**config.mk**
```make
export PLATFORM = sky130hd
export DESIGN_NAME = flash_cmd_seq
export DESIGN_NICKNAME = d
export VERILOG_FILES = /design/src/rtl/flash_cmd_pkg.sv /design/src/rtl/fcs_decoder.sv /design/src/rtl/fcs_mode.sv /design/src/rtl/fcs_status.sv /design/src/rtl/flash_cmd_seq.sv
export SDC_FILE = /design/constraint.sdc
export NUM_CORES = 1
export LEC_CHECK = 0
export ABC_CLOCK_PERIOD_IN_PS = 1650
export BUFFER_PORTS_ARGS = -buffer_cell sky130_fd_sc_hd__buf_4
export CAP_MARGIN = 15
export CELL_PAD_IN_SITES_DETAIL_PLACEMENT = 1
export CELL_PAD_IN_SITES_GLOBAL_PLACEMENT = 2
export CORE_UTILIZATION = 23
export DETAILED_ROUTE_END_ITERATION = 7
export GPL_TIMING_DRIVEN = 0
export MAX_ROUTING_LAYER = met4
export PLACE_DENSITY_LB_ADDON = 0.1
export SLEW_MARGIN = 10
export SYNTH_ARGS = -nofsm -noshare
export SYNTH_HDL_FRONTEND = slang
export SYNTH_SLANG_ARGS = --single-unit
```
**constraint.sdc**
```tcl
create_clock -name clk -period 1.65 [get_ports clk]
set_input_delay 0.0825 -clock clk [delete_from_list [all_inputs] [get_ports clk]]
set_output_delay 0.0825 -clock clk [all_outputs]
set_load 0.1 [all_outputs]
```
**src/rtl/flash_cmd_pkg.sv**
```systemverilog
package flash_cmd_pkg;

  typedef enum logic {
    MODE_ARRAY  = 1'b0,
    MODE_STATUS = 1'b1
  } rd_mode_e;

  localparam logic [7:0] CMD_READ_ARRAY   = 8'hFF;
  localparam logic [7:0] CMD_READ_STATUS  = 8'h70;
  localparam logic [7:0] CMD_CLEAR_STATUS = 8'h50;
  localparam logic [7:0] CMD_PROGRAM      = 8'h40;

  localparam int SR_READY_BIT    = 7;
  localparam int SR_ERASE_ERR_BIT = 5;
  localparam int SR_PROG_ERR_BIT = 4;

  typedef struct packed {
    logic to_array;
    logic to_status;
    logic clear_err;
    logic arm_prog;
    logic start_prog;
  } cmd_ev_t;

  function automatic logic [7:0] pack_status(input logic busy,
                                             input logic prog_err,
                                             input logic erase_err);
    logic [7:0] s;
    s = 8'h00;
    s[SR_READY_BIT]     = ~busy;
    s[SR_ERASE_ERR_BIT] = erase_err;
    s[SR_PROG_ERR_BIT]  = prog_err;
    return s;
  endfunction

endpackage

```
**src/rtl/fcs_decoder.sv**
```systemverilog
module fcs_decoder
  import flash_cmd_pkg::*;
(
  input  logic       wr_accept,
  input  logic [7:0] wr_data,
  input  logic       busy,
  input  logic       armed,
  output cmd_ev_t    ev
);

  always_comb begin
    ev = '0;
    if (wr_accept) begin
      if (busy) begin
        ev.clear_err = (wr_data == CMD_CLEAR_STATUS);
      end else if (armed) begin
        ev.start_prog = 1'b1;
      end else begin
        unique case (wr_data)
          CMD_READ_ARRAY:   ev.to_array  = 1'b1;
          CMD_READ_STATUS:  ev.to_status = 1'b1;
          CMD_CLEAR_STATUS: ev.clear_err = 1'b1;
          CMD_PROGRAM:      ev.arm_prog  = 1'b1;
          default:          ev = '0;
        endcase
      end
    end
  end

endmodule

```
**src/rtl/fcs_mode.sv**
```systemverilog
module fcs_mode
  import flash_cmd_pkg::*;
#(
  parameter int AW = 8
) (
  input  logic          clk,
  input  logic          rst_n,
  input  cmd_ev_t       ev,
  input  logic [AW-1:0] wr_addr,
  input  logic [7:0]    wr_data,
  output rd_mode_e      mode,
  output logic          armed,
  output logic          prog_req,
  output logic [AW-1:0] prog_addr,
  output logic [7:0]    prog_data
);

  always_ff @(posedge clk or negedge rst_n) begin
    if (!rst_n) begin
      mode      <= MODE_ARRAY;
      armed     <= 1'b0;
      prog_req  <= 1'b0;
      prog_addr <= '0;
      prog_data <= '0;
    end else begin
      prog_req <= ev.start_prog;
      if (ev.to_array)  mode <= MODE_ARRAY;
      if (ev.to_status) mode <= MODE_STATUS;
      if (ev.arm_prog)  armed <= 1'b1;
      if (ev.start_prog) begin
        armed     <= 1'b0;
        mode      <= MODE_STATUS;
        prog_addr <= wr_addr;
        prog_data <= wr_data;
      end
    end
  end

endmodule

```
**src/rtl/fcs_status.sv**
```systemverilog
module fcs_status
  import flash_cmd_pkg::*;
(
  input  logic    clk,
  input  logic    rst_n,
  input  cmd_ev_t ev,
  input  logic    prog_done,
  input  logic    prog_fail,
  output logic    busy,
  output logic    prog_err,
  output logic    done_evt
);

  assign done_evt = prog_done & busy;

  always_ff @(posedge clk or negedge rst_n) begin
    if (!rst_n) begin
      busy     <= 1'b0;
      prog_err <= 1'b0;
    end else begin
      if (ev.start_prog) busy <= 1'b1;
      if (ev.clear_err)  prog_err <= 1'b0;
      if (done_evt) begin
        busy     <= 1'b0;
        prog_err <= prog_err | prog_fail;
      end
    end
  end

endmodule

```
**src/rtl/flash_cmd_seq.sv**
```systemverilog
module flash_cmd_seq
  import flash_cmd_pkg::*;
#(
  parameter int AW = 8
) (
  input  logic          clk,
  input  logic          rst_n,
  input  logic          rewrite_en,
  input  logic          wr_en,
  input  logic [AW-1:0] wr_addr,
  input  logic [7:0]    wr_data,
  input  logic [AW-1:0] rd_addr,
  output logic [7:0]    rd_data,
  output logic [AW-1:0] arr_rd_addr,
  input  logic [7:0]    arr_rd_data,
  output logic          prog_req,
  output logic [AW-1:0] prog_addr,
  output logic [7:0]    prog_data,
  input  logic          prog_done,
  input  logic          prog_fail,
  output logic          ready
);

  cmd_ev_t    ev;
  rd_mode_e   mode;
  logic       armed;
  logic       busy;
  logic       prog_err;
  logic       done_evt;
  logic       wr_accept;
  logic       start_prog;
  logic       mode_status;
  logic [7:0] status_byte;

  assign wr_accept   = rewrite_en & wr_en;
  assign start_prog  = ev.start_prog;
  assign mode_status = (mode == MODE_STATUS);
  assign status_byte = pack_status(busy, prog_err, 1'b0);

  fcs_decoder u_dec (
    .wr_accept (wr_accept),
    .wr_data   (wr_data),
    .busy      (busy),
    .armed     (armed),
    .ev        (ev)
  );

  fcs_mode #(.AW(AW)) u_mode (
    .clk       (clk),
    .rst_n     (rst_n),
    .ev        (ev),
    .wr_addr   (wr_addr),
    .wr_data   (wr_data),
    .mode      (mode),
    .armed     (armed),
    .prog_req  (prog_req),
    .prog_addr (prog_addr),
    .prog_data (prog_data)
  );

  fcs_status u_stat (
    .clk       (clk),
    .rst_n     (rst_n),
    .ev        (ev),
    .prog_done (prog_done),
    .prog_fail (prog_fail),
    .busy      (busy),
    .prog_err  (prog_err),
    .done_evt  (done_evt)
  );

  assign arr_rd_addr = rd_addr;
  assign rd_data     = mode_status ? status_byte : arr_rd_data;
  assign ready       = ~busy;

endmodule

```
-- After elaboration in Yosys (flattened, before gate mapping)
Index checks and enable logic that the tools add are counted.
- RAM bits: 0
- word-level logic and storage cells: 39
- register bits: 21
- latch bits: 0
- memories: 0
- bits in read-only memories: 0
- input port bits: 38
- reduce and logical (&&, ||, !) cells: 4
- magnitude comparators: 0
- equal/unequal tests: 4
- add/sub/neg operators: 0
- shifts and indexed selects: 0
- bitwise logic cells: 4
- $mul: 0
- muxes and demuxes: 20
- divide/modulo/power cells: 0
- operators by type and width (operator ; number):
    $eq 8x7->1 const B ; 3
    $mux 1 ; 15
    $eq 8x8->1 const B ; 1
    $mux 8 ; 1
    $reduce_bool 2->1 ; 3
    $mux 5 ; 1
    $mux 2 ; 2
    $mux 4 ; 1
    $reduce_bool 3->1 ; 1
    $and 1x1->1 ; 2
    $not 1->1 ; 1
    $or 1x1->1 ; 1

-- Longest topological paths before layout
Gate-level depths: netlist (run 1).
- word-level depth: 8
- gate-level depth with buffers: 4

-- Cells and area by module
From an unflattened synthesis (run 1), not the netlist that was laid out.
- cell total of the unflattened synthesis: 81
- area, all modules: 1074.8 um^2
- by module, submodules not included (module ; cells an instance ; times used ; seq. area each (um^2) ; area each (um^2)):
    fcs_mode ; 42 ; 1 ; 475.5 ; 737.0
    flash_cmd_seq ; 18 ; 1 ; 0.0 ; 145.1
    fcs_decoder ; 13 ; 1 ; 0.0 ; 105.1
    fcs_status ; 8 ; 1 ; 50.0 ; 87.6

-- Worst setup path after synthesis (run 1)
Ideal clock, no wire load.
- path kind: register -> output
- start point: register u_mode.mode
- end point: output rd_data[0]
- buffers on the path: 0
- arrival time: 1.794 ns
- required time: 1.567 ns
- setup slack: -0.226 ns
- stages on the path, launching flop included: 2
- cells stage by stage: dfrtp_1 nor2b_1
- cells in the longest elaborated chain, start to end: 1
- RTL lines (item ; line ; source):
    start, declared ; fcs_mode.sv:11 ; output rd_mode_e mode,
    start signal, assigned ; fcs_mode.sv:20 ; mode <= MODE_ARRAY;
    start signal, assigned ; fcs_mode.sv:27 ; if (ev.to_array) mode <= MODE_ARRAY;
    start signal, assigned ; fcs_mode.sv:28 ; if (ev.to_status) mode <= MODE_STATUS;
    $mux 8 ; flash_cmd_seq.sv:73 ; assign rd_data = mode_status ? status_byte : arr_rd_data;
    end, declared ; flash_cmd_seq.sv:13 ; output logic [7:0] rd_data,
Every way passes these cells.

-- Final worst setup path (run 1)
- start point: register u_stat.busy
- end point: output rd_data[7]
- cells in the longest elaborated chain, start to end: 2
- RTL lines (item ; line ; source):
    start, declared ; fcs_status.sv:9 ; output logic busy,
    start signal, assigned ; fcs_status.sv:18 ; busy <= 1'b0;
    start signal, assigned ; fcs_status.sv:21 ; if (ev.start_prog) busy <= 1'b1;
    start signal, assigned ; fcs_status.sv:24 ; busy <= 1'b0;
    $not 1->1 ; flash_cmd_pkg.sv:30 ; s[SR_READY_BIT] = ~busy;
    $mux 8 ; flash_cmd_seq.sv:73 ;
Every way passes these cells.

==> summary.txt, run 1 <==
CP bufs+invs = 2
DRC viols = 0
Status = finished clean
Post-layout util = 0.393
Setup_tns = 0 ns
DRT Pass-1 Iters = 2
Via count = 876
Setup CP Type = reg -> out
Seq pwr share = 0.407
Comb power frac = 0.327
DRT antenna net count = 0
DPL Wire Length = 2.07 mm
Hold wc startpoint = prog_done
Total Routed Length = 2.64 mm
TritonCTS Buffers = 3
F_max = 658 MHz
Die width = 68.8 um
Tcrit/Tclk final = 0.921
WP data arrival = 1.44 ns
Initial antenna violation count = 0
Starting Density = 0.248
Inst Count DP = 190
Vias in the first global route = 896
Mapped cell area = 1030 um2
Die Y = 68.8 um
Register area share after synthesis = 0.512
Post-CTS setup buffers = 0
Delay-heaviest family, CP = flip-flops
Reg-to-reg slack, setup = 0.22 ns
Yosys warns = 0
Critical Path Stages = 3
P&R area growth vs syn = 58.6%
Clk pwr share = 0.266
Routed length per instance = 13.5 um
CTS tree = yes
Routability cong. = 0.691
Fin. max-slew vios = 0
Required time of the critical path = 1.57 ns
Clock buffer depth = 2
Layout Cells excl Fill = 195
# H-tree levels = 1
Type of the tightest min-delay check = in -> reg
Worst-Skew Late Latency = 0.26 ns
Die ar. = 4740 um2
Yosys reg bits = 21
Core area = 4140 um2
I/O Pins = 72
CP Capture Type = primary output
Setup Viol. Count Final = 0
Mapped Nets = 115
Post-CTS Resized = 0
Final Hold Fails = 0
Layout Nets = 184
First-pass GRT wire length = 4.15 mm
CP Launch Type = register
Critical Path, Cell by Cell = clkinvlp_4 > mux2_4 > buf_4
Crit path max fanout = 5
Critical Path Start = u_stat.busy
Post-layout min period = 1.52 ns
RSZ-0062 raised after global routing = no
Unique cell type count in the Yosys netlist = 22
GRT overflow = 0
NetSw = 0.000495 W
MaxCap Viol Count = 0
Internal = 0.000825 W
Worst clock skew = 0.0104 ns
Slowest cell on crit path = dfrtp_1
Drt initial violations = 8
Largest net degree at the start of global routing = 22
Headroom to the max-slew limit = 0.769
Slew @ Worst Pin = 0.343 ns
Cell depth of the worst flop-to-flop path = 4
Peak supply drop = 0.404 mV
IO buf count = 63
Syn avg cell area = 13.3 um2
Cell count after synthesis = 77
Root Driver = clkbuf_8
DR vias/cell = 4.49
Clock Sinks = 21
Pwr Density = 810 nW/um2
Rows = 23
Hold depth = 2
Slowest cell delay on critical path = 0.50 ns
Global Route Usage Sum = 0.123
Layout cells sized above 1 = 0.683
Reg-to-Reg Start = u_stat.busy
Lkg Pwr = 0.877 nW
Clock-pin slew on the worst setup and hold paths = 0.09 ns
# diodes = 0
Net Sw Frac = 0.375
routing by layer:
layer	part of all wire	GRT usage	wire, um
met2	0.51	0.213	1340
met1	0.38	0.141	993
met4	0.0053	0.0459	14
met3	0.11	0.0230	293
met5	0	-	0
power groups by stage:
stage	registers, W	clock network, W	logic [W]
6_report	0.000537	0.000351	0.000431
5_1_grt	0.000540	0.000383	0.000452
4_1_cts	0.000538	0.000365	0.000435
3_5_place_dp	0.000548	0	0.000433
3_3_place_gp	0.000547	0	0.000429
2_1_floorplan	0.000640	0	0.000206
flip-flops by register name, indices dropped and copies added, names as in the netlist:
signal	count
u_stat.busy	1
u_stat.prog_err	1
u_mode.prog_data	8
u_mode.armed	1
u_mode.mode	1
u_mode.prog_req	1
u_mode.prog_addr	8
area by class of cell:
cell class	instances	area (um2)
Inverter	3	15.0
Buffer	9	71.3
Tap cell	50	62.6
Clock buffer	3	41.3
Multi-Input combinational cell	44	423
Clock inverter	1	7.51
Fill cell	481	2510
Timing Repair Buffer	64	483
Sequential cell	21	526
through the flow:
step,hold WS (ns),power [W],setup WS [ns],area (um2)
finish,0.0122,0.00132,0.130,1630
global placement,-0.0145,0.000976,0.232,1570
floorplan,-0.213,0.000846,-0.226,1030
CTS,0.0103,0.00134,0.111,1630
global route,0.0367,0.00137,0.0461,1630
detailed placement,-0.0120,0.000980,0.210,1570
path summary, 6_finish.rpt:
path | to
max | rd_data[7]
min | u_stat.busy
max reg2reg | u_mode.prog_addr[0]
min reg2reg | u_mode.prog_data[5]
max in group asynchronous | u_mode.mode
min in group asynchronous | u_mode.prog_addr[7]
worst register-to-register path, cell delays in order, from the launching register on:
cell	delay, ns
dfrtp_1	0.48
nor2b_4	0.18
nand3_4	0.16
buf_6	0.20
mux2_4	0.30
repair_timing:
item	in CTS	in global routing
setup endpoints to repair	0	0
hold endpoints to repair	21	0
hold buffers	1	0
cell families after synthesis:
kind of cell	Yosys count	synth area share
and+or+nand+nor	20	0.133
muxes	18	0.227
DFF	21	0.512
buffers and inverters	12	0.0804
AOI/OAI and AO/OA	6	0.0487
cells in the mapped netlist:
cell type | instances | area [um2]
nand2_1 | 2 | 7.51
nand3b_1 | 1 | 7.51
nor2b_1 | 7 | 43.8
nand3_1 | 1 | 5.00
or2_2 | 1 | 6.26
a31o_2 | 1 | 8.76
o21ai_0 | 1 | 5.00
buf_4 | 8 | 60.1
nand4_1 | 3 | 18.8
mux2_2 | 10 | 113
nor4_1 | 2 | 12.5
dfrtp_1 | 21 | 526
inv_1 | 3 | 11.3
o41a_1 | 1 | 11.3
nand3_4 | 1 | 17.5
mux2_4 | 8 | 120
nor2_1 | 1 | 3.75
nor2b_4 | 1 | 13.8
a221oi_1 | 1 | 8.76
buf_6 | 1 | 11.3
a21o_1 | 1 | 7.51
o41ai_1 | 1 | 8.76
cells in the final DEF (no fill, tap or decap), drive strengths merged, types with 3 or more instances in the layout:
cell / instances
nor2b: 8
dfrtp: 21
buf: 72
nand4: 3
clkbuf: 3
mux2: 18
Note: power is estimated with default switching activity, not from simulation.
==> run 2, diff against run 1 <==
--- a/config.mk
+++ b/config.mk
@@ -10,7 +10,7 @@
 export CAP_MARGIN = 15
 export CELL_PAD_IN_SITES_DETAIL_PLACEMENT = 1
 export CELL_PAD_IN_SITES_GLOBAL_PLACEMENT = 2
-export CORE_UTILIZATION = 23
+export CORE_UTILIZATION = 24
 export DETAILED_ROUTE_END_ITERATION = 7
 export GPL_TIMING_DRIVEN = 0
 export MAX_ROUTING_LAYER = met4
@@ -18,4 +18,5 @@
 export SLEW_MARGIN = 10
 export SYNTH_ARGS = -nofsm -noshare
 export SYNTH_HDL_FRONTEND = slang
+export SYNTH_HIERARCHICAL = 1
 export SYNTH_SLANG_ARGS = --single-unit
==> run 2 against run 1 <==
Compared with the run above: register-to-register slack got worse by 0.13 ns; synthesized cell count increased by 3.9%; maximum frequency down 2.8%; clock skew shrank 0.0092 ns; worst setup slack lost 0.043 ns; die area down 0.42%; utilization up 1.1 points; non-clock buffer count is 2 higher; sequential power increased by 17%; critical path depth rose by 2.
==> summary.txt, run 2 <==
Fill cells = 479 (-0.42%)
Worst-Skew Late Latency = 0.26 ns (about the same)
Peak supply drop = 0.580 mV (+43%)
CTS tree = yes
Syn avg cell area = 13.3 um2 (about the same)
Routed length per instance = 13.3 um (-1.9%)
# H-tree levels = 1 (unchanged)
DPL Wire Length = 2.07 mm (+0.23%)
F_max = 640 MHz (-2.8%)
Via count = 879 (+0.34%)
Worst clock skew = 0.00116 ns (-0.00921 ns)
Vias in the first global route = 889 (-0.78%)
Mapped cell area = 1070 um2 (+3.9%)
Layout Cells excl Fill = 199 (+2.1%)
# diodes = 0 (unchanged)
P&R area growth vs syn = 57.0%
DRT Pass-1 Iters = 2 (unchanged)
Clock buffer depth = 2 (unchanged)
Setup Viol. Count Final = 0 (unchanged)
Worst min-delay path endpoint = u_mode/prog_addr[5]
Drt initial violations = 18 (+10)
Hold depth = 2 (unchanged)
Slowest cell delay on critical path = 0.46 ns (-0.04 ns)
Type of the tightest min-delay check = in -> reg
CP bufs+invs = 2 (unchanged)
WP data arrival = 1.71 ns (+0.27 ns)
Area of the multi-input gates = 438 um2 (+3.6%)
RSZ-0062 raised after global routing = no
Required time of the critical path = 1.79 ns (+0.22 ns)
Fin. max-slew vios = 0 (unchanged)
MaxCap Viol Count = 0 (unchanged)
Initial antenna violation count = 0 (unchanged)
Pwr Density = 1160 nW/um2 (+43%)
Critical Path Start = u_stat/busy
Largest net degree at the start of global routing = 22 (unchanged)
Biggest regs = u_mode/prog_addr (8), u_mode/prog_data (8)
Most frequent cells in the layout = 71 x buf_4, 20 x dfrtp_1, 10 x mux2_2, 8 x mux2_4, 6 x and2b_2
CP Capture Type = register
Root Driver = clkbuf_8
CP Launch Type = register
Total Routed Length = 2.64 mm (about the same)
Layout Nets = 188 (+2.2%)
GRT overflow = 0 (unchanged)
TritonCTS Buffers = 3 (unchanged)
Crit path max fanout = 10 (+5)
Setup CP Type = reg -> reg
Routability cong. = 0.765 (+11%)
Post-CTS setup buffers = 0 (unchanged)
Die ar. = 4720 um2 (-0.42%)
DRC viols = 0 (unchanged)
Mapped Nets = 118 (+2.6%)
Status = finished clean
Clock Sinks = 21 (unchanged)
Crit Reg-Reg Endpoint = u_mode/prog_addr[2]
Reg-to-reg slack, setup = 0.09 ns (-0.13 ns)
Layout cells sized above 1 = 0.711 (+0.0287)
Cell depth of the worst flop-to-flop path = 5 (+1)
Global Route Usage Sum = 0.121 (-0.00179)
FF/Latch Area = 527 um2 (+0.24%)
Starting Density = 0.258 (+0.00966)
Hold wc startpoint = wr_addr[5]
DR vias/cell = 4.42 (-1.7%)
Die width = 68.7 um (-0.21%)
Reg-to-Reg Start = u_stat/busy
IO buf count = 63 (unchanged)
Cell count after synthesis = 80 (+3.9%)
Inst Count DP = 193 (+1.6%)
First-pass GRT wire length = 3.99 mm (-4.0%)
I/O Pins = 72 (unchanged)
Delay-heaviest family, CP = flip-flops
Most common cell after layout, fill and taps aside = buf_4
Die Y = 68.7 um (-0.21%)
Slew @ Worst Pin = 0.274 ns (-0.0690 ns)
Setup_tns = 0 ns (unchanged)
Lkg Pwr = 0.861 nW (-1.8%)
DRT antenna net count = 0 (unchanged)
Tcrit/Tclk final = 0.947 (+0.0263)
Headroom to the max-slew limit = 0.817 (+0.0481)
Rows = 23 (unchanged)
Slowest cell on crit path = dfrtp_2
Critical Path, Cell by Cell = nor2b_1 > and2_4 > buf_6 > buf_12 > mux2_4
Post-layout min period = 1.56 ns (+0.0434 ns)
Clock-pin slew on the worst setup and hold paths = 0.07 ns (-0.02 ns)
Final Hold Fails = 0 (unchanged)
Hold_ws = 0.0543 ns (+0.0421 ns)
Core area = 4140 um2 (unchanged)
Yosys warns = 6 (+6)
==> run 2: how the worst max path moves through the flow <==
stage | depth (start not counted) | end | slack (ns)
after floorplan | 2 | rd_data[7] | 0.02
after global placement | 5 | u_mode/prog_addr[0] | 0.03
after detailed placement | 5 | u_mode/prog_addr[2] | 0.02
after CTS | 5 | u_mode/prog_addr[2] | 0.02
after global routing | 5 | u_mode/prog_data[5] | 0.01
final | 5 | u_mode/prog_addr[2] | 0.09
==> run 2: layer usage <==
metal | GRT usage | share of wire | vias to the layer above
li1 | - | - | 405
met1 | 0.132 | 0.40 | 422
met2 | 0.212 | 0.50 | 48
met3 | 0.0280 | 0.083 | 4
met4 | 0.0469 | 0.010 | 0
met5 | - | 0 | -
==> run 2: final cells by class <==
cell class,count,share of cell area
flip-flops and latches,21,0.314
repair buffers,65,0.294
multi-input cells,45,0.261
plain buffers,10,0.0545
well taps,50,0.0373
clock buffers,4,0.0269
inverters,4,0.0112
==> run 2: worst register-to-register path, cell delays in order, from the launching register on <==
cell and delay (ns):
dfrtp_2 0.46, nor2b_1 0.20, and2_4 0.19, buf_6 0.15, buf_12 0.15, mux2_4 0.31
==> run 2: timing repair <==
item,CTS,global route
gates resized for setup,1,1
endpoints found under the hold margin,22,0
hold buffers,2,0
pin swaps,0,0
setup endpoints to repair,6,8
==> run 2: stage by stage <==
| stage | instance area [um2] | power [W] | utilization | setup slack [ns] |
|---|---|---|---|---|
| after floorplan | 1070 | 0.00139 | - | 0.0160 |
| final | 1680 | 0.00194 | 0.404 | 0.0868 |
| after CTS | 1670 | 0.00197 | 0.404 | 0.0180 |
| after global placement | 1610 | 0.00162 | 0.388 | 0.0260 |
| after detailed placement | 1610 | 0.00163 | 0.388 | 0.0166 |
| after global routing | 1680 | 0.00203 | 0.404 | 0.0126 |
==> run 2: power by group <==
| group | switching (W) | internal, W |
|---|---|---|
| clock network | 0.000157 | 0.000172 |
| registers | 0.0000418 | 0.000586 |
| logic | 0.000732 | 0.000252 |
==> run 3, diff against run 2 <==
--- a/config.mk
+++ b/config.mk
@@ -5,12 +5,12 @@
 export SDC_FILE = /design/constraint.sdc
 export NUM_CORES = 1
 export LEC_CHECK = 0
-export ABC_CLOCK_PERIOD_IN_PS = 1650
+export ABC_CLOCK_PERIOD_IN_PS = 2000
 export BUFFER_PORTS_ARGS = -buffer_cell sky130_fd_sc_hd__buf_4
 export CAP_MARGIN = 15
 export CELL_PAD_IN_SITES_DETAIL_PLACEMENT = 1
 export CELL_PAD_IN_SITES_GLOBAL_PLACEMENT = 2
-export CORE_UTILIZATION = 24
+export CORE_UTILIZATION = 25
 export DETAILED_ROUTE_END_ITERATION = 7
 export GPL_TIMING_DRIVEN = 0
 export MAX_ROUTING_LAYER = met4
==> constraint.sdc (replaced) <==
create_clock -name clk -period 2 [get_ports clk]
set_input_delay 0.1 -clock clk [delete_from_list [all_inputs] [get_ports clk]]
set_output_delay 0.1 -clock clk [all_outputs]
set_load 0.1 [all_outputs]
==> run 3 against run 2 <==
Compared with the run above: worst hold slack lost 0.030 ns; clock power shrank 16%; first-iteration DRC count shrank 72%; design area shrank 1.0%; global-route usage grew 0.55 points; critical endpoint is now u_mode/prog_addr[1]; highest routed layer unchanged.
==> summary.txt, run 3 (synthesized netlist as in run 2, its figures left out) <==
Die width = 67.3 um (-2.0%)
Status = finished clean
DRT antenna net count = 0 (unchanged)
Final Hold Fails = 0 (unchanged)
Area of the multi-input gates = 435 um2 (-0.57%)
# diodes = 0 (unchanged)
Final Cell Area = 1660 um2 (-1.0%)
Clock buffer depth = 2 (unchanged)
Initial antenna violation count = 0 (unchanged)
Headroom to the max-slew limit = 0.818 (about the same)
# H-tree levels = 1 (unchanged)
Largest net degree at the start of global routing = 22 (unchanged)
Pwr Density = 967 nW/um2 (-17%)
Worst-Skew Late Latency = 0.25 ns (about the same)
Layout Nets = 187 (-0.53%)
Type of the tightest min-delay check = in -> reg
F_max = 629 MHz (-1.7%)
Core area = 4060 um2 (-2.1%)
FF/Latch Area = 526 um2 (-0.24%)
Routed length per instance = 13.0 um (-1.9%)
Root Driver = clkbuf_8
Die Y = 67.3 um (-2.0%)
Biggest regs = u_mode/prog_addr (8), u_mode/prog_data (8)
Tcrit/Tclk final = 0.795 (-0.153)
CP Capture Type = register
TritonCTS Buffers = 3 (unchanged)
MaxCap Viol Count = 0 (unchanged)
Placed Area = 1600 um2 (-0.23%)
Global Route Usage Sum = 0.127 (+0.00550)
Starting Density = 0.263 (+0.00548)
Inst Count DP = 193 (unchanged)
Setup_tns = 0 ns (unchanged)
First-pass GRT wire length = 4.12 mm (+3.3%)
P&R area growth vs syn = 55.3%
Crit path max fanout = 10 (unchanged)
Total Routed Length = 2.58 mm (-2.4%)
Clock Sinks = 21 (unchanged)
Rows = 23 (unchanged)
Peak supply drop = 0.430 mV (-26%)
Setup CP Type = reg -> reg
Routability cong. = 0.764 (-0.18%)
Clock-pin slew on the worst setup and hold paths = 0.08 ns (about the same)
CP Launch Type = register
Vias in the first global route = 858 (-3.5%)
DRC viols = 0 (unchanged)
Most common cell after layout, fill and taps aside = buf_4
Post-CTS setup buffers = 0 (unchanged)
Lkg Pwr = 0.857 nW (-0.42%)
DRT Pass-1 Iters = 3 (+1)
Die ar. = 4530 um2 (-3.9%)
Layout cells sized above 1 = 0.696 (-0.0155)
Required time of the critical path = 2.14 ns (+0.35 ns)
CTS tree = yes
Fin. max-slew vios = 0 (unchanged)
GRT overflow = 0 (unchanged)
Most frequent cells in the layout = 71 x buf_4, 21 x dfrtp_1, 10 x mux2_2, 8 x mux2_4, 6 x and2b_2
I/O Pins = 72 (unchanged)
RSZ-0062 raised after global routing = no
Layout Cells excl Fill = 198 (-0.50%)
DR vias/cell = 4.37 (-0.98%)
Slew @ Worst Pin = 0.273 ns (-0.00102 ns)
Worst clock skew = 0.00120 ns (+0.0000430 ns)
WP data arrival = 1.73 ns (+0.02 ns)
Setup Viol. Count Final = 0 (unchanged)
IO buf count = 63 (unchanged)
Fill cells = 460 (-4.0%)
Drt initial violations = 5 (-13)
Via count = 866 (-1.5%)
Post-layout min period = 1.59 ns (+0.0262 ns)
-- run 3: changes by cell type in the layout (fill, tap and decap cells not counted) --
cell	before	now
dfrtp_2	1	0
dfrtp_1	20	21
and2_4	1	0
and2_1	1	2
dlygate4sd3_1	2	1
inv_1	3	4
clkinvlp_4	1	0
-- run 3: through the flow --
step / utilization / worst slack [ns] / hold slack (ns) / power (W)
4_1_cts: 0.409 / 0.397 / 0.0165 / 0.00163
2_1_floorplan: - / 0.227 / -0.196 / 0.00115
6_report: 0.409 / 0.411 / 0.0248 / 0.00160
3_5_place_dp: 0.395 / 0.420 / 0.00361 / 0.00134
5_1_grt: 0.409 / 0.323 / 0.0103 / 0.00168
3_3_place_gp: 0.395 / 0.409 / 0.00353 / 0.00133
-- run 3: area by class of cell --
cell class	count	area share
inverters	4	0.00906
plain buffers	10	0.0551
repair buffers	64	0.291
multi-input cells	45	0.263
well taps	50	0.0377
clock buffers	4	0.0272
flip-flops and latches	21	0.317
-- run 3: what timing repair did --
item                                   4_1_cts  5_1_grt
endpoints found under the hold margin       21        0
setup endpoints to repair                    0        0
hold buffers                                 1        0
gates resized for setup                      0        0
-- run 3: power breakdown --
group | total (W) | internal, W | switching [W] | leakage, nW
combinational | 0.000809 | 0.000207 | 0.000602 | 0.559
sequential | 0.000517 | 0.000483 | 0.0000342 | 0.275
clock | 0.000276 | 0.000142 | 0.000135 | 0.0228
total | 0.00160 | 0.000831 | 0.000771 | 0.857
-- run 3: path summary, 6_finish.rpt --
check / cells after the start / slack [ns] / startpoint / to
max: 5 / 0.41 / u_stat/busy / u_mode/prog_addr[1]
min: 2 / 0.02 / prog_done / u_stat/busy
max reg2reg: 5 / 0.41 / u_stat/busy / u_mode/prog_addr[1]
min reg2reg: 1 / 0.52 / u_mode/prog_addr[5] / u_mode/prog_addr[5]
max in group asynchronous: 2 / 1.50 / rst_n / u_mode/prog_data[7]
min in group asynchronous: 2 / 0.28 / rst_n / u_mode/prog_addr[1]
-- run 3: worst max-delay path, cell delays in order, from the launching register on --
cell and delay (ns):
dfrtp_1 0.45, nor2b_1 0.19, and2_1 0.21, buf_6 0.17, buf_12 0.15, mux2_4 0.30
-- run 3: routing by layer --
layer  up-vias  track usage  share of wire
met5         -            -              0
met4         0       0.0399         0.0081
met3         2       0.0203          0.080
met2        44        0.226           0.54
met1       418        0.143           0.37
li1        402            -              -
